[config.mk]
export PLATFORM = sky130hd
export DESIGN_NAME = csp_audio_port
export DESIGN_NICKNAME = d
export VERILOG_FILES = /design/src/rtl/csp_pkg.sv /design/src/rtl/csp_sync.sv /design/src/rtl/csp_frame_ctrl.sv /design/src/rtl/csp_tx_shift.sv /design/src/rtl/csp_rx_shift.sv /design/src/rtl/csp_audio_port.sv
export SDC_FILE = /design/constraint.sdc
export NUM_CORES = 1
export LEC_CHECK = 0
export ABC_AREA = 0
export BUFFER_PORTS_ARGS = -buffer_cell sky130_fd_sc_hd__buf_2
export CORE_MARGIN = 5
export CORE_UTILIZATION = 30
export CTS_CLUSTER_SIZE = 40
export DETAILED_ROUTE_END_ITERATION = 12
export HOLD_SLACK_MARGIN = 0.06
export SYNTH_ARGS = -nofsm -noshare
export SYNTH_HDL_FRONTEND = slang
export SYNTH_SLANG_ARGS = --single-unit
[constraint.sdc]
create_clock -name clk -period 3.9 [get_ports clk]
set_input_delay 0.975 -clock clk [delete_from_list [all_inputs] [get_ports clk]]
set_output_delay 0.975 -clock clk [all_outputs]
set_load 0.05 [all_outputs]
[src/rtl/csp_pkg.sv]
package csp_pkg;

   // True when bit cycle c lies inside a data slot of width w starting at base.
   function automatic logic csp_in_slot(input int unsigned c, input int unsigned base,
                                        input int unsigned w);
      return (c >= base) && (c < base + w);
   endfunction

endpackage

[src/rtl/csp_sync.sv]
module csp_sync #(
   parameter int W      = 3,
   parameter int STAGES = 2
) (
   input  logic         clk,
   input  logic         rst_n,
   input  logic [W-1:0] d,
   output logic [W-1:0] q
);
   logic [W-1:0] chain [STAGES];

   generate
      for (genvar i = 0; i < STAGES; i++) begin : g_stage
         if (i == 0) begin : g_first
            always_ff @(posedge clk or negedge rst_n) begin
               if (!rst_n) chain[0] <= '0;
               else        chain[0] <= d;
            end
         end else begin : g_next
            always_ff @(posedge clk or negedge rst_n) begin
               if (!rst_n) chain[i] <= '0;
               else        chain[i] <= chain[i-1];
            end
         end
      end
   endgenerate

   assign q = chain[STAGES-1];
endmodule

[src/rtl/csp_frame_ctrl.sv]
module csp_frame_ctrl
   import csp_pkg::*;
#(
   parameter int DATA_W = 16,
   parameter int CNT_W  = 6
) (
   input  logic             clk,
   input  logic             rst_n,
   input  logic             bclk_rise,
   input  logic             bclk_fall,
   input  logic             fs_rise,
   input  logic             short_mode,
   input  logic             slot_sel,
   output logic             start,
   output logic             rise_ev,
   output logic             next_data,
   output logic             done,
   output logic             cap_en,
   output logic             cap_last,
   output logic             active,
   output logic             frame_err,
   output logic [CNT_W-1:0] cnt
);
   localparam int LONG_LEN  = 2 * DATA_W;
   localparam int SHORT_LEN = DATA_W + 1;

   logic             pending;
   logic [CNT_W-1:0] slot_base;
   logic [CNT_W-1:0] last_idx;
   logic [CNT_W-1:0] nxt_cnt;
   logic             cur_data;

   always_comb begin
      if (short_mode)    slot_base = CNT_W'(1);
      else if (slot_sel) slot_base = CNT_W'(DATA_W);
      else               slot_base = '0;
      last_idx  = short_mode ? CNT_W'(SHORT_LEN - 1) : CNT_W'(LONG_LEN - 1);
      start     = bclk_rise & (pending | fs_rise);
      rise_ev   = bclk_rise & (start | active);
      nxt_cnt   = start ? '0 : cnt + CNT_W'(1);
      next_data = csp_in_slot(32'(nxt_cnt), 32'(slot_base), DATA_W);
      cur_data  = csp_in_slot(32'(cnt), 32'(slot_base), DATA_W);
      done      = bclk_fall & active & (cnt == last_idx);
      cap_en    = bclk_fall & active & cur_data;
      cap_last  = cap_en & (cnt == slot_base + CNT_W'(DATA_W - 1));
   end

   always_ff @(posedge clk or negedge rst_n) begin
      if (!rst_n) begin
         pending   <= 1'b0;
         active    <= 1'b0;
         frame_err <= 1'b0;
         cnt       <= '0;
      end else begin
         if (start)        pending <= 1'b0;
         else if (fs_rise) pending <= 1'b1;

         if (start) begin
            cnt    <= '0;
            active <= 1'b1;
            if (active) frame_err <= 1'b1;
         end else if (rise_ev) begin
            cnt <= nxt_cnt;
         end else if (done) begin
            active <= 1'b0;
         end
      end
   end
endmodule

[src/rtl/csp_tx_shift.sv]
module csp_tx_shift #(
   parameter int DATA_W = 16
) (
   input  logic              clk,
   input  logic              rst_n,
   input  logic              start,
   input  logic              rise_ev,
   input  logic              next_data,
   input  logic              done,
   input  logic [DATA_W-1:0] tx_word,
   output logic              sdo
);
   logic [DATA_W-1:0] sh;

   always_ff @(posedge clk or negedge rst_n) begin
      if (!rst_n) begin
         sh  <= '0;
         sdo <= 1'b0;
      end else if (start) begin
         if (next_data) begin
            sdo <= tx_word[DATA_W-1];
            sh  <= {tx_word[DATA_W-2:0], 1'b0};
         end else begin
            sdo <= 1'b0;
            sh  <= tx_word;
         end
      end else if (rise_ev) begin
         if (next_data) begin
            sdo <= sh[DATA_W-1];
            sh  <= {sh[DATA_W-2:0], 1'b0};
         end else begin
            sdo <= 1'b0;
         end
      end else if (done) begin
         sdo <= 1'b0;
      end
   end
endmodule

[src/rtl/csp_rx_shift.sv]
module csp_rx_shift #(
   parameter int DATA_W = 16
) (
   input  logic              clk,
   input  logic              rst_n,
   input  logic              start,
   input  logic              cap_en,
   input  logic              cap_last,
   input  logic              sdi_s,
   output logic [DATA_W-1:0] rx_word,
   output logic              rx_valid
);
   logic [DATA_W-1:0] sh;

   always_ff @(posedge clk or negedge rst_n) begin
      if (!rst_n) begin
         sh       <= '0;
         rx_word  <= '0;
         rx_valid <= 1'b0;
      end else begin
         if (start)       sh <= '0;
         else if (cap_en) sh <= {sh[DATA_W-2:0], sdi_s};
         rx_valid <= cap_last;
         if (cap_last) rx_word <= {sh[DATA_W-2:0], sdi_s};
      end
   end
endmodule

[src/rtl/csp_audio_port.sv]
module csp_audio_port #(
   parameter int DATA_W      = 16,
   parameter int SYNC_STAGES = 2
) (
   input  logic              clk,
   input  logic              rst_n,
   input  logic              bclk,
   input  logic              fsync,
   input  logic              sdi,
   input  logic              short_mode,
   input  logic              slot_sel,
   input  logic [DATA_W-1:0] tx_word,
   output logic              sdo,
   output logic [DATA_W-1:0] rx_word,
   output logic              rx_valid,
   output logic              frame_err
);
   localparam int LONG_LEN = 2 * DATA_W;
   localparam int CNT_W    = $clog2(LONG_LEN + 1);

   generate
      if (DATA_W < 2) begin : g_bad_width
         $error("csp_audio_port: DATA_W must be at least 2");
      end
      if (SYNC_STAGES < 1) begin : g_bad_sync
         $error("csp_audio_port: SYNC_STAGES must be at least 1");
      end
   endgenerate

   logic [2:0]       link_s;
   logic             bclk_s, fs_s, sdi_s;
   logic             bclk_d, fs_d;
   logic             bclk_rise, bclk_fall, fs_rise;
   logic             start, rise_ev, next_data, done, cap_en, cap_last, active;
   logic [CNT_W-1:0] cnt;

   csp_sync #(.W(3), .STAGES(SYNC_STAGES)) u_sync (
      .clk(clk), .rst_n(rst_n), .d({bclk, fsync, sdi}), .q(link_s)
   );

   assign {bclk_s, fs_s, sdi_s} = link_s;

   always_ff @(posedge clk or negedge rst_n) begin
      if (!rst_n) begin
         bclk_d <= 1'b0;
         fs_d   <= 1'b0;
      end else begin
         bclk_d <= bclk_s;
         fs_d   <= fs_s;
      end
   end

   assign bclk_rise = bclk_s & ~bclk_d;
   assign bclk_fall = ~bclk_s & bclk_d;
   assign fs_rise   = fs_s & ~fs_d;

   csp_frame_ctrl #(.DATA_W(DATA_W), .CNT_W(CNT_W)) u_ctrl (
      .clk(clk), .rst_n(rst_n), .bclk_rise(bclk_rise), .bclk_fall(bclk_fall),
      .fs_rise(fs_rise), .short_mode(short_mode), .slot_sel(slot_sel),
      .start(start), .rise_ev(rise_ev), .next_data(next_data), .done(done),
      .cap_en(cap_en), .cap_last(cap_last), .active(active),
      .frame_err(frame_err), .cnt(cnt)
   );

   csp_tx_shift #(.DATA_W(DATA_W)) u_tx (
      .clk(clk), .rst_n(rst_n), .start(start), .rise_ev(rise_ev),
      .next_data(next_data), .done(done), .tx_word(tx_word), .sdo(sdo)
   );

   csp_rx_shift #(.DATA_W(DATA_W)) u_rx (
      .clk(clk), .rst_n(rst_n), .start(start), .cap_en(cap_en),
      .cap_last(cap_last), .sdi_s(sdi_s), .rx_word(rx_word), .rx_valid(rx_valid)
   );
endmodule

# Yosys cells after proc, flatten, opt, wreduce, memory -nomap -nowiden
# Cells that the tools add are included.
# op_classes
addsub	3
mux	21
bitwise	14
magnitude_cmp	4
reduce_logical	11
eq_ne	3
# ops
operator	count
$lt A6 B32 Y1	2
$mux W16	4
$mux W15	2
$mux W6	3
$eq A6 B6 Y1	2
$ge A6 B5 Y1	2
$mux W5	2
$reduce_bool A2 Y1	5
$and A1 B1 Y1	9
$mux W1	9
$add A5 B4 Y6 const B	1
$add A5 B5 Y6 const B	1
$add A6 B1 Y6 const B	1
$reduce_and A2 Y1	3
$mux W4	1
$not A1 Y1	3
$reduce_bool A3 Y1	1
$logic_and A1 B1 Y1	2
$ne A2 B2 Y1 const B	1
$or A1 B1 Y1	2
# word_totals
regBits	66
out_inout_bits	19
elab_cells	69
inputBits	23

# Logic depth before layout (Yosys ltp)
# depth
word_depth	10
mapped_depth	13
ltp_nobuf	10

# Hierarchy
# Synthesis repeated with hierarchy kept, for this count alone.
# hier_totals
cells_unflattened	274
hier_area_um2	3269.4
# modules_own_cells
mod	seq_area_each_um2	area_per_inst_um2	instances	cells_per_inst
csp_rx_shift	800.8	1282.5	1	83
csp_tx_shift	425.4	1009.7	1	97
csp_frame_ctrl	225.2	733.2	1	80
csp_sync	150.1	172.7	1	9
csp_audio_port	50.0	71.3	1	5

# Least setup slack after synthesis
# No wires, ideal clock.
# synth_path
kind	flip-flop to flip-flop
from	register u_sync.chain (netlist bit u_sync.q[1])
to	register u_tx.sh[1]
n_path_buf	3
setup_time_ns	0.136
slack_ns	0.888
t_required_ns	3.764
path_stages_with_launch	14
arrival_ns	2.876
synth_period_minus_slack_ns	3.012
path_cell_list	dfrtp_1 -> nor2b_1 -> o21ai_1 -> clkbuf_1 -> nand2_1 -> ha_1 -> nand2b_1 -> a21oi_1 -> a221oi_1 -> nand3_2 -> buf_6 -> buf_12 -> mux2i_1 -> a22oi_2
# synth_between
elab_chain_len	8
word_cells_on_any_way	14
cone_classes	order compare: 2; mux: 3; bitwise: 5; reduce/logical: 4
# synth_lines
element	line	text
start, declared	csp_sync.sv:10	logic [W-1:0] chain [STAGES];
start signal, assigned by index	csp_sync.sv:22	else chain[i] <= chain[i-1];
$and A1 B1 Y1 *	csp_audio_port.sv:55	assign fs_rise = fs_s & ~fs_d;
$or A1 B1 Y1 *	csp_frame_ctrl.sv:38	start = bclk_rise & (pending | fs_rise);
$and A1 B1 Y1 *	csp_frame_ctrl.sv:38	
$mux W6	csp_frame_ctrl.sv:40	nxt_cnt = start ? '0 : cnt + CNT_W'(1);
$lt A6 B32 Y1 / $ge A6 B5 Y1 (equally long branches)	csp_pkg.sv:6	return (c >= base) && (c < base + w);
$logic_and A1 B1 Y1	csp_pkg.sv:6	
$mux W16 / $reduce_bool A2 Y1 (equally long branches)	-	
$mux W16 / $reduce_and A2 Y1 (equally long branches)	-	
end signal, assigned	csp_tx_shift.sv:22	sh <= {tx_word[DATA_W-2:0], 1'b0};
end signal, assigned	csp_tx_shift.sv:25	sh <= tx_word;
end signal, assigned	csp_tx_shift.sv:30	sh <= {sh[DATA_W-2:0], 1'b0};
end, declared	csp_tx_shift.sv:13	logic [DATA_W-1:0] sh;
# Mark *: on every way between the ends. The rest lies on a longest branch, timed or not.
# A chain may end at the register's enable or synchronous reset.

# Worst setup path in the final report
# layout_path
from	register u_ctrl.cnt[1]
to	register u_tx.sh[2]
# layout_between
elab_chain_len	6
word_cells_on_any_way	9
cone_classes	add/sub: 1; order compare: 2; mux: 3; reduce/logical: 3
# layout_lines
element	line	text
start, declared	csp_frame_ctrl.sv:22	output logic [CNT_W-1:0] cnt
start signal, assigned	csp_frame_ctrl.sv:63	cnt <= nxt_cnt;
$add A6 B1 Y6 *	csp_frame_ctrl.sv:40	
$mux W6 *	csp_frame_ctrl.sv:40	
$lt A6 B32 Y1 / $ge A6 B5 Y1 (equally long branches)	csp_pkg.sv:6	
$logic_and A1 B1 Y1 *	csp_pkg.sv:6	
$mux W16 / $reduce_bool A2 Y1 (equally long branches)	-	
$mux W16 / $reduce_and A2 Y1 (equally long branches)	-	
# Marks and branches as above.

==> flow_summary.toml <==
[run]
max-cap-violations = 0

[run_status]
outcome = "completed"

[sta]
maxSlewViolCount = 0
final-hold-violation-count = 0
finalCriticalPeriod_ns = 3.17
setup_viol = 0
slew_headroom_pct = 36.2
rsz0062_at_grt = "false"
tightest_slew_ns = 0.957
clock.fmax_ghz = 0.316
tns_ns = 0
hold_ws_ns = 0.350
fin_skew_ns = 0.0106
min_period_over_period_pct = 81.2
setup_slack_ns = 0.732

[synthesis]
syn_inst = 311
synthesis.area_um2 = 3320
synth_area_leader_cell = "dfrtp_1"
syn_nets = 343
ys_warn_count = 0
ys_seq_area_share_pct = 49.7
synth_top_cell_area_share_pct = 49.7
synth_area_leaders = "dfrtp_1 50%, mux2i_1 11%, nand2_1 8.1%"
yosysUniqueCellTypes = 44
avgSynthCellArea_um2 = 10.7
ys_ff_latch = 66

[grt]
busiest_layer = "met2"
antenna_found_initial = 0
grt_usage_pct = 10.9
grt_pass1_wl_um = 11600
use_met2_pct = 19.2
grt_pass1_vias = 2505
grt_max_degree = 44
overflow = 0
grtUsageMet3_pct = 3.26
grt_use_met1_pct = 12.5

[placement]
gp_congestion = 0.776
dpl_cell_area_um2 = 3660
io_buffers = 41
place_hpwl_um = 4740
dp_cells = 485
pre_cts_slack_ns = 0.442

[die]
die_w_um = 115
die_h_um = 115
rows = 38
io_pins = 42
dieArea_um2 = 13300
start_util_pct = 30.6
core_um2 = 10800

[cts]
clk_latency_ns = 0.33
hold_buffers = 0
postCtsSetupBuffers = 0
cts-root-buf = "clkbuf_8"
clkTransAtPathRegs_ns = 0.07
clock-sinks = 66
cts_buffer_depth = 2
htree_levels = 3
ctsResizeCount = 0
cts_tree = "yes"
numCtsBuffers = 9

[critical_path]
startpoint_type = "flip-flop"
path_max_fanout = 12
max_stage_delay_ns = 0.47
path_cells = "ha_1, nand3_1, xor2_1, nor2_1, ha_1, a21oi_1, a221oi_1, nand3_2, buf_4, mux2i_1, mux2i_1"
required_ns = 4.10
slowest_stage = "dfrtp_1"
crit_path_end_kind = "flip-flop"
critPathKind = "reg -> reg"
arrival_ns = 3.37

[cells_and_area]
area_growth_pct = 16.1
antennaDiodeCount = 0
layout.cells.non_filler = 501
final_common_cell = "nand2_1"
drive_gt1_share_pct = 24.7
nets = 388
fin_area_um2 = 3860
final_cell_mix = "72 x nand2_1, 66 x dfrtp_1, 41 x buf_2"
utilization_pct = 35.6
nFillCells = 1091

[routing]
post-route-drc-count = 0
drt_wl_total_um = 6640
vias = 2378
drt.antenna.violating_nets = 0
drt_iter0_drc = 150
drt_pass1_iterations = 4
wl_per_cell_um = 13.3
via_per_inst = 4.75

[power_and_ir_drop]
peakVddDrop_v = 0.000209
p_per_area_nw_per_um2 = 607
leakagePower_nw = 1.95
power_mw = 2.34

[worst_hold_path]
hold_path.class = "reg -> reg"
==> state kept, by name, summed over array words and instances, names as in the netlist, 3 cells and up <==
signal / flops
u_sync.chain: 3
u_sync.q: 3
u_tx.sh: 16
u_rx.rx_word: 16
u_rx.sh: 15
u_ctrl.cnt: 6
==> cell usage after synthesis, drive strengths merged <==
master	number
and4	1
or4b	1
a222oi	2
mux2	17
a21o	1
and3b	1
nand2b	2
a211oi	2
a21oi	7
o31a	1
dfrtp	66
buf	6
o31ai	3
nand3	9
nor3	3
a211o	1
and4bb	1
o2111ai	1
and3	1
a21boi	1
mux2i	36
a22o	1
nor2	8
o21bai	1
inv	7
or3	1
xor2	2
a22oi	2
nor2b	2
nand2	72
o21a	2
clkbuf	11
a221oi	1
o21ai	25
or2	1
or4	1
ha	9
nand3b	2
==> cell type report <==
cell class	count	area (um2)	share of cell area, %
clock buffers	14	163	4.22
clock inverters	2	35.0	0.909
inverters	7	26.3	0.681
multi-input cells	221	1530	39.6
flip-flops and latches	66	1650	42.8
well taps	140	175	4.54
repair buffers	51	280	7.27
==> critical path: cells and delay by family (launching register included) <==
family	cells	cell delay (ns)
DFF	1	0.47
xor gates and xnor gates	1	0.16
buffers and inverters	1	0.32
muxes	2	0.27
AOI/OAI and AO/OA	2	0.55
adders and majority gates	2	0.52
and+or+nand+nor	3	0.74
==> worst paths after layout <==
kind                       slack, ns  depth (start not counted)              end       startpoint
hold / removal                  0.35                          0      u_sync.q[1]  u_sync.chain[4]
setup / recovery                0.73                         11       u_tx.sh[2]    u_ctrl.cnt[1]
setup reg to reg                0.73                         11       u_tx.sh[2]    u_ctrl.cnt[1]
max in group asynchronous       2.35                          2       u_tx.sh[6]            rst_n
hold reg to reg                 0.35                          0      u_sync.q[1]  u_sync.chain[4]
min in group asynchronous       0.79                          1  u_sync.chain[4]            rst_n
==> report_power, final <==
group,switching [mW],internal (mW),total (mW),leakage (nW)
clock network,0.250,0.331,0.581,0.101
logic,0.451,0.370,0.821,1.01
registers,0.114,0.826,0.939,0.846
==> metal layers <==
| metal | wire (um) | share of wire, % | vias to the layer above |
|---|---|---|---|
| li1 | - | - | 1169 |
| met1 | 2860 | 43 | 1160 |
| met2 | 3380 | 51 | 40 |
| met3 | 307 | 4.6 | 9 |
| met4 | 93 | 1.4 | 0 |
| met5 | 0 | 0 | - |
==> cells by family (layout without fill, tap and decap cells) <==
kind of cell	count (synthesis)	after routing	share of synthesized area, %
simple gates	106	106	14.4
buf+inv	24	74	4.60
compound gates	51	51	9.72
xor+xnor	2	2	0.528
flops	66	66	49.7
mux	53	53	17.6
fa+ha+maj	9	9	3.39
No activity file was read; power rests on OpenSTA's default activity.
